<file path="config.mk">
export PLATFORM = sky130hd
export DESIGN_NAME = diffsparse_compressor
export DESIGN_NICKNAME = d
export VERILOG_FILES = /design/src/rtl/fim_cmp_pkg.sv /design/src/rtl/dsc_ctrl.sv /design/src/rtl/dsc_datapath.sv /design/src/rtl/diffsparse_compressor.sv
export SDC_FILE = /design/constraint.sdc
export NUM_CORES = 2
export LEC_CHECK = 0
export BUFFER_PORTS_ARGS = -buffer_cell sky130_fd_sc_hd__clkbuf_2
export CAP_MARGIN = 20
export CORE_MARGIN = 2
export CORE_UTILIZATION = 60
export CTS_CLUSTER_DIAMETER = 100
export DETAILED_ROUTE_END_ITERATION = 10
export PLACE_DENSITY = 0.79
export SLEW_MARGIN = 10
export SYNTH_ARGS = -nofsm -noshare
export SYNTH_HDL_FRONTEND = slang
export SYNTH_SLANG_ARGS = --single-unit
</file>
<file path="constraint.sdc">
create_clock -name clk -period 7.3 [get_ports clk]
set_input_delay 1.095 -clock clk [delete_from_list [all_inputs] [get_ports clk]]
set_output_delay 1.095 -clock clk [all_outputs]
set_load 0.02 [all_outputs]
</file>
<file path="src/rtl/fim_cmp_pkg.sv">
package fim_cmp_pkg;

  typedef enum logic [2:0] {
    S_IDLE,
    S_LOAD,
    S_DECIDE,
    S_STORE,
    S_SPILL,
    S_FINISH,
    S_DLOAD
  } ctlState_t;

  // strobes from control to datapath
  typedef struct packed {
    logic clrLoad;
    logic takeWord;
    logic decide;
    logic storeWord;
    logic spillWord;
    logic finish;
    logic decLoad;
    logic decStep;
  } strobe_t;

endpackage

</file>
<file path="src/rtl/dsc_ctrl.sv">
module dsc_ctrl
  import fim_cmp_pkg::*;
#(
  parameter int NUM_WORDS = 16,
  parameter int IDX_W     = 4,
  parameter int CNT_W     = 5
) (
  input  logic             clk,
  input  logic             rstN,
  input  logic             cmpStart,
  input  logic             decStart,
  input  logic             inValid,
  input  logic [CNT_W-1:0] keptCnt,
  input  logic             admit,
  output strobe_t          st,
  output logic [IDX_W-1:0] wordIdx,
  output logic [IDX_W-1:0] rdIdx,
  output logic             busy
);

  localparam logic [IDX_W-1:0] LAST_IDX = IDX_W'(NUM_WORDS - 1);

  ctlState_t state, nxt;

  logic lastWord;
  logic lastStore;

  assign lastWord  = (wordIdx == LAST_IDX);
  assign lastStore = ((CNT_W'(rdIdx) + CNT_W'(1)) == keptCnt);
  assign busy      = (state != S_IDLE);

  always_comb begin
    st  = '0;
    nxt = state;
    unique case (state)
      S_IDLE: begin
        if (cmpStart) begin
          st.clrLoad = 1'b1;
          nxt        = S_LOAD;
        end else if (decStart) begin
          st.decLoad = 1'b1;
          nxt        = S_DLOAD;
        end
      end
      S_LOAD: begin
        st.takeWord = inValid;
        if (inValid && lastWord) nxt = S_DECIDE;
      end
      S_DECIDE: begin
        st.decide = 1'b1;
        if (!admit)              nxt = S_SPILL;
        else if (keptCnt == '0)  nxt = S_FINISH;
        else                     nxt = S_STORE;
      end
      S_STORE: begin
        st.storeWord = 1'b1;
        if (lastStore) nxt = S_FINISH;
      end
      S_SPILL: begin
        st.spillWord = 1'b1;
        if (rdIdx == LAST_IDX) nxt = S_FINISH;
      end
      S_FINISH: begin
        st.finish = 1'b1;
        nxt       = S_IDLE;
      end
      S_DLOAD: begin
        st.decStep = inValid;
        if (inValid && lastWord) nxt = S_IDLE;
      end
      default: nxt = S_IDLE;
    endcase
  end

  always_ff @(posedge clk) begin
    if (!rstN) begin
      state   <= S_IDLE;
      wordIdx <= '0;
      rdIdx   <= '0;
    end else begin
      state <= nxt;
      unique case (state)
        S_IDLE:           begin wordIdx <= '0; rdIdx <= '0; end
        S_LOAD, S_DLOAD:  if (inValid) wordIdx <= wordIdx + 1'b1;
        S_DECIDE:         rdIdx <= '0;
        S_STORE, S_SPILL: rdIdx <= rdIdx + 1'b1;
        default:          ;
      endcase
    end
  end

endmodule

</file>
<file path="src/rtl/dsc_datapath.sv">
module dsc_datapath
  import fim_cmp_pkg::*;
#(
  parameter int WORD_W      = 32,
  parameter int NUM_WORDS   = 16,
  parameter int SP_DEPTH    = 32,
  parameter int NUM_ENTRIES = 8,
  parameter int THRESH_PCT  = 50,
  parameter int IDX_W       = 4,
  parameter int CNT_W       = 5,
  parameter int SP_AW       = 5,
  parameter int OCC_W       = 6,
  parameter int ENT_W       = 3
) (
  input  logic              clk,
  input  logic              rstN,
  input  strobe_t           st,
  input  logic [ENT_W-1:0]  entrySel,
  input  logic [WORD_W-1:0] aWord,
  input  logic [WORD_W-1:0] bWord,
  input  logic [IDX_W-1:0]  wordIdx,
  input  logic [IDX_W-1:0]  rdIdx,
  output logic [CNT_W-1:0]  keptCnt,
  output logic              admit,
  output logic [WORD_W-1:0] offWord,
  output logic              verdict,
  output logic [OCC_W-1:0]  spUsed,
  output logic              decValid,
  output logic [WORD_W-1:0] decWord,
  output logic              decOnChip
);

  localparam int ENT_BITS = WORD_W + IDX_W;
  localparam int MAX_KEEP = (THRESH_PCT * NUM_WORDS * WORD_W) / (100 * ENT_BITS);

  // staging area for one vector
  logic [WORD_W-1:0] stageA   [NUM_WORDS];
  logic [WORD_W-1:0] listData [NUM_WORDS];
  logic [IDX_W-1:0]  listIdx  [NUM_WORDS];

  // scratchpad of tagged difference words
  logic [WORD_W-1:0] spData [SP_DEPTH];
  logic [IDX_W-1:0]  spIdx  [SP_DEPTH];

  // address table
  logic [SP_AW-1:0]  tStart [NUM_ENTRIES];
  logic [CNT_W-1:0]  tCount [NUM_ENTRIES];
  logic              tOn    [NUM_ENTRIES];

  logic [ENT_W-1:0]  entryReg;
  logic [OCC_W-1:0]  occ;
  logic [SP_AW-1:0]  dPtr;
  logic [CNT_W-1:0]  dLeft;
  logic              dOn;

  logic [WORD_W-1:0] diffWord;
  logic              diffLive;
  logic [SP_AW-1:0]  spWrAddr;
  logic              ratioOk;
  logic              fitOk;
  logic              decHit;

  assign diffWord = aWord ^ bWord;
  assign diffLive = (diffWord != '0);
  assign spWrAddr = SP_AW'(occ) + SP_AW'(rdIdx);
  assign ratioOk  = (int'(keptCnt) <= MAX_KEEP);
  assign fitOk    = ((int'(occ) + int'(keptCnt)) <= SP_DEPTH);
  assign admit    = ratioOk && fitOk;
  assign offWord  = stageA[rdIdx];
  assign spUsed   = occ;
  assign decHit   = dOn && (dLeft != '0) && (spIdx[dPtr] == wordIdx);

  // storage arrays without reset
  always_ff @(posedge clk) begin
    if (st.takeWord) begin
      stageA[wordIdx] <= aWord;
      if (diffLive) begin
        listData[keptCnt[IDX_W-1:0]] <= diffWord;
        listIdx[keptCnt[IDX_W-1:0]]  <= wordIdx;
      end
    end
    if (st.storeWord) begin
      spData[spWrAddr] <= listData[rdIdx];
      spIdx[spWrAddr]  <= listIdx[rdIdx];
    end
  end

  always_ff @(posedge clk) begin
    if (!rstN) begin
      keptCnt   <= '0;
      verdict   <= 1'b0;
      entryReg  <= '0;
      occ       <= '0;
      dPtr      <= '0;
      dLeft     <= '0;
      dOn       <= 1'b0;
      decValid  <= 1'b0;
      decWord   <= '0;
      decOnChip <= 1'b0;
      for (int e = 0; e < NUM_ENTRIES; e++) begin
        tStart[e] <= '0;
        tCount[e] <= '0;
        tOn[e]    <= 1'b0;
      end
    end else begin
      decValid <= st.decStep;
      if (st.clrLoad) begin
        keptCnt  <= '0;
        entryReg <= entrySel;
      end
      if (st.takeWord && diffLive) keptCnt <= keptCnt + 1'b1;
      if (st.decide) verdict <= admit;
      if (st.finish) begin
        tOn[entryReg]    <= verdict;
        tStart[entryReg] <= verdict ? SP_AW'(occ) : '0;
        tCount[entryReg] <= verdict ? keptCnt : '0;
        if (verdict) occ <= occ + OCC_W'(keptCnt);
      end
      if (st.decLoad) begin
        dPtr  <= tStart[entrySel];
        dLeft <= tCount[entrySel];
        dOn   <= tOn[entrySel];
      end
      if (st.decStep) begin
        decWord   <= (decHit ? spData[dPtr] : '0) ^ bWord;
        decOnChip <= dOn;
        if (decHit) begin
          dPtr  <= dPtr + 1'b1;
          dLeft <= dLeft - 1'b1;
        end
      end
    end
  end

endmodule

</file>
<file path="src/rtl/diffsparse_compressor.sv">
module diffsparse_compressor
  import fim_cmp_pkg::*;
#(
  parameter int WORD_W      = 32,
  parameter int NUM_WORDS   = 16,
  parameter int SP_DEPTH    = 32,
  parameter int NUM_ENTRIES = 8,
  parameter int THRESH_PCT  = 50,
  localparam int IDX_W      = $clog2(NUM_WORDS),
  localparam int CNT_W      = $clog2(NUM_WORDS + 1),
  localparam int SP_AW      = $clog2(SP_DEPTH),
  localparam int OCC_W      = $clog2(SP_DEPTH + 1),
  localparam int ENT_W      = $clog2(NUM_ENTRIES)
) (
  input  logic              clk,
  input  logic              rstN,
  input  logic              cmpStart,
  input  logic              decStart,
  input  logic [ENT_W-1:0]  entrySel,
  input  logic              inValid,
  input  logic [WORD_W-1:0] aWord,
  input  logic [WORD_W-1:0] bWord,
  output logic              busy,
  output logic              offValid,
  output logic [IDX_W-1:0]  offIdx,
  output logic [WORD_W-1:0] offWord,
  output logic              done,
  output logic              doneOnChip,
  output logic [CNT_W-1:0]  doneCount,
  output logic              decValid,
  output logic [WORD_W-1:0] decWord,
  output logic              decOnChip
);

  strobe_t          st;
  logic [IDX_W-1:0] wordIdx;
  logic [IDX_W-1:0] rdIdx;
  logic [CNT_W-1:0] keptCnt;
  logic             admit;
  logic             verdict;
  logic [OCC_W-1:0] spUsed;

  dsc_ctrl #(
    .NUM_WORDS(NUM_WORDS), .IDX_W(IDX_W), .CNT_W(CNT_W)
  ) u_ctrl (
    .clk(clk), .rstN(rstN), .cmpStart(cmpStart), .decStart(decStart),
    .inValid(inValid), .keptCnt(keptCnt), .admit(admit), .st(st),
    .wordIdx(wordIdx), .rdIdx(rdIdx), .busy(busy)
  );

  dsc_datapath #(
    .WORD_W(WORD_W), .NUM_WORDS(NUM_WORDS), .SP_DEPTH(SP_DEPTH),
    .NUM_ENTRIES(NUM_ENTRIES), .THRESH_PCT(THRESH_PCT), .IDX_W(IDX_W),
    .CNT_W(CNT_W), .SP_AW(SP_AW), .OCC_W(OCC_W), .ENT_W(ENT_W)
  ) u_dp (
    .clk(clk), .rstN(rstN), .st(st), .entrySel(entrySel), .aWord(aWord),
    .bWord(bWord), .wordIdx(wordIdx), .rdIdx(rdIdx), .keptCnt(keptCnt),
    .admit(admit), .offWord(offWord), .verdict(verdict), .spUsed(spUsed),
    .decValid(decValid), .decWord(decWord), .decOnChip(decOnChip)
  );

  assign offValid   = st.spillWord;
  assign offIdx     = rdIdx;
  assign done       = st.finish;
  assign doneOnChip = verdict;
  assign doneCount  = keptCnt;

endmodule

</file>
==> results.txt <==
* Most frequent cell after synthesis: sky130_fd_sc_hd__edfxtp_1
* Count of buffering cells on the critical path with inverters included: 1
- Vertical die dimension: 399 um
* Upper clock frequency limit: 0.201 GHz
* CTS tree: built
* Fin Clk Skew: 0.0274 ns
- The tree is rooted in a sky130_fd_sc_hd__clkbuf_16.
- STA classifies the critical path startpoint as a flip-flop.
* Iteration-0 DRC count of the detailed router: 7297
- Clock-pin slew was measured on the worst setup and hold paths at roughly 0.06 ns.
- Top area cells in the synthesized netlist: sky130_fd_sc_hd__edfxtp_1 (75%), sky130_fd_sc_hd__mux4_2 (17%), sky130_fd_sc_hd__dfxtp_1 (1.8%), sky130_fd_sc_hd__mux2i_1 (0.71%), sky130_fd_sc_hd__nor2_1 (0.59%)
* Hold-fix buffer count after cts: 0
- EDFF count, synth: 2320
- Summing all non-filler instances in the final layout gives an area of around 100000 um^2.
* Area occupied by multi-input gates: 21400 um^2
* Crit-path leading delay family: simple AND/OR/NAND/NOR gates
- For this run, design rule violations remaining after detail routing come to 0.
- Data on the critical path arrives at its endpoint at roughly 5.8 ns.
* Netlist area before placement: 93400 um^2
- Setup repair after global routing missed its margin: no
- The initialized floorplan defines ~140 standard-cell rows.
- In the final design database the tool counted about 4500 nets.
- Warning count from the yosys run: 0
- Routed via count: 46820
- Of all cell types, the one taking the most synthesized area is sky130_fd_sc_hd__edfxtp_1.
* Proportion of synthesized flip-flops having asynchronous set or reset: 0%
* WL/cell: 36.5 um
* Post-synthesis net count: 4188
- Number of optimization iterations in the first detailed-route pass: 6
- Status: completed
- Clock Tree Buf Depth: 3
* Filler Cell Count: a little under 9000
* Pin count of the biggest net entering global routing: 116
- Post-CTS repair changed the size of 0 cells.
- Fraction of final layout cells with drive strength greater than 1: 31.3%
- Number of I/O pins: about 150
* Antenna viol nets, final: 0
- Global routing consumed, over all layers together, 30.9% of the routing resources.
- The signal on the critical path passes through buf_12, or3b_4, o221ai_1, o32ai_1, xnor2_1, nand3_4, nor4_4, mux2_1, nor2_1.
- Distinct cells, synth: 74
- TritonCTS created between 200 and 250 clock buffers.
- Hold is met by 0.471 ns.
- Final HPWL from detailed placement: roughly 120 mm
- Summing all placed instances gives a cell area of between 90000 and 100000 um^2.
- Crit. End Element: flip-flop
- Dividing the detail-routed via count by the number of cells gives 7.08.
* Largest vdd supply drop: approximately 0.00029 V
- The final layout contains routed wiring with a total length of about 240 mm.
* Sequential share of the synthesized area: 76.4%
- Number of global-route vias before repair: 47388
- Summed over all cells, the static leakage comes to 0.0319 uW.
* Total of max-cap violations: 0
- Dividing the final minimum period by the clock period gives approximately two thirds.
- Final number of max-transition violations: 0
- The initial antenna violation count is 3.
- The floorplan step defined a die boundary enclosing 159000 um^2.
- Global-route wire length before repair: between 300 and 400 mm
- The core region is 154000 um^2.
* Die Span X: about 400 um
- The number of failing hold endpoints at the final stage came to 0.
* Commonest cells post-synth: sky130_fd_sc_hd__edfxtp_1 (2320), sky130_fd_sc_hd__mux4_2 (705), sky130_fd_sc_hd__nor2_1 (146)
- In this run the tightest slew margin relative to its limit is between 20 and 25%.
- From synthesis to final layout, the design area changed by 11.5%.
* Initial Util: 60.5%
- The cell count after synthesis came out at roughly 4100.
* Final Power: 31000 uW
- Average footprint of a synthesized cell: 22.8 um^2
* # H-tree levels: 4
- The path class of the tightest hold or removal check is flip-flop to flip-flop.
- Data required time of the worst path: 8.08 ns
- Number of buffers added on ports: 150
* Slowest stage cell on the critical path: sky130_fd_sc_hd__nor4_4
- Setup TNS Final: 0 ns
* Sequential Area: between 70000 and 80000 um^2
- Number of sinks handled by clock tree synthesis: 2403
- Max stage delay on crit path: 0.97 ns
- Post-CTS Setup Bufs: 0
- Portion of synthesized cell area occupied by the leading cell type: 74.6%
- GPL Wtd Cong: 0.847
- Synthesis inferred 2403 register bits.
- At the pin with the least slew margin, the transition time is 1.20 ns.
* Total power per unit cell area: 298 nW/um^2
* Clock period minus final worst setup slack: 4.96 ns
- The critical path in this run is classified as flip-flop to flip-flop.
* Primary flip-flop cell chosen by synthesis mapping: sky130_fd_sc_hd__edfxtp_1
- Along the worst path, the maximum fanout reaches ~120.
* Final number of setup-violating endpoints: 0
- Clock latency at the later pin of the worst-skew pair: 0.87 ns
- Overflow after GRT: 0
## metrics by stage
step | util (%) | setup slack [ns] | cells
4_1_cts | 67.4 | 2.33 | 6603
3_3_place_gp | 62.9 | 2.40 | 6195
6_report | 67.5 | 2.34 | 6613
3_5_place_dp | 62.9 | 2.17 | 6195
5_1_grt | 67.5 | 2.01 | 6610
2_1_floorplan | - | 1.93 | 4094
## area by class of cell
class	count	area share, %
clock inverter	125	0.999
tap	2044	2.45
sequential	2403	68.5
clock buffer	283	5.64
antenna	4	0.00961
inverter	27	0.102
timing repair buffer	286	1.76
multi-input combinational	1441	20.5
## worst reg2reg max path: cells and delay by family (launching register included)
kind / cells / cell delay (ns)
mux: 1 / 0.40
xor+xnor: 1 / 0.21
buf+inv: 1 / 0.77
flops: 1 / 0.92
compound gates: 2 / 0.53
simple gates: 4 / 2.06
## cells by family (layout without fill, tap and decap cells)
family / after synthesis / in the layout / share of synthesized area [%]
fa+ha+maj: 22 / 22 / 0.311
mux: 777 / 777 / 17.8
simple gates: 400 / 400 / 2.33
other cells: 0 / 4 / 0
compound gates: 155 / 155 / 1.14
xor+xnor: 87 / 87 / 0.824
buf+inv: 250 / 721 / 1.25
flops: 2403 / 2403 / 76.4
## flip-flops by register name (all words and copies together), names as in the netlist, 3 cells and up, named ones only
register        count
u_dp.dPtr           5
u_ctrl.wordIdx      4
u_dp.entryReg       3
u_dp.tStart        40
u_ctrl.state        3
u_dp.tCount        40
u_dp.spIdx        128
u_ctrl.rdIdx        4
u_dp.spUsed         6
u_dp.tOn            8
u_dp.decWord       32
u_dp.stageA       512
u_dp.listData     512
u_dp.listIdx       64
u_dp.dLeft          5
u_dp.spData      1024
u_dp.keptCnt        5
## final timing paths
path	startpoint	slack, ns	to	cells past startpoint
max	u_dp.dPtr[0]	2.34	u_dp.dLeft[1]	9
min	u_dp.tOn[1]	0.47	u_dp.tOn[1]	2
min reg2reg	u_dp.tOn[1]	0.47	u_dp.tOn[1]	2
max reg2reg	u_dp.dPtr[0]	2.34	u_dp.dLeft[1]	9
## power by group
part | internal [uW] | switching (uW)
logic | 1390 | 2370
clock network | 6150 | 5080
registers | 15900 | 175
total | 23400 | 7620
## cells in the final DEF (no fill, tap or decap), drive strengths merged, types with 4 or more instances in the layout
| master | synthesis | final |
|---|---|---|
| nand2b | 6 | 6 |
| ha | 20 | 20 |
| diode | 0 | 4 |
| xor2 | 39 | 39 |
| o21ai | 24 | 24 |
| o211ai | 6 | 6 |
| nor2b | 4 | 4 |
| a211oi | 41 | 41 |
| a31oi | 6 | 6 |
| clkinv | 4 | 97 |
| or3 | 10 | 10 |
| or2 | 4 | 4 |
| mux4 | 705 | 705 |
| nand4 | 6 | 6 |
| nor3 | 39 | 39 |
| a22oi | 4 | 4 |
| dfxtp | 83 | 83 |
| o22ai | 10 | 10 |
| edfxtp | 2320 | 2320 |
| xnor2 | 48 | 48 |
| mux2i | 66 | 66 |
| nor2 | 146 | 146 |
| nand2 | 52 | 52 |
| nand3 | 16 | 16 |
| bufinv | 0 | 13 |
| and2 | 59 | 59 |
| clkinvlp | 0 | 8 |
| clkbuf | 125 | 433 |
| mux2 | 6 | 6 |
| buf | 98 | 136 |
| o221ai | 6 | 6 |
| a21o | 4 | 4 |
| inv | 23 | 34 |
| a21oi | 27 | 27 |
| nor4 | 42 | 42 |
## metal layers
metal  track usage, %  up-vias  wire length, um  share of wire, %
met5                0        -                0                 0
met1             40.4    24579            81900                34
met3             6.31      666            26500                11
met2             51.4     3691           122000                51
met4             12.7        0            10900               4.5
li1                 -    17884                -                 -
Note: power is estimated with default switching activity, not from simulation.
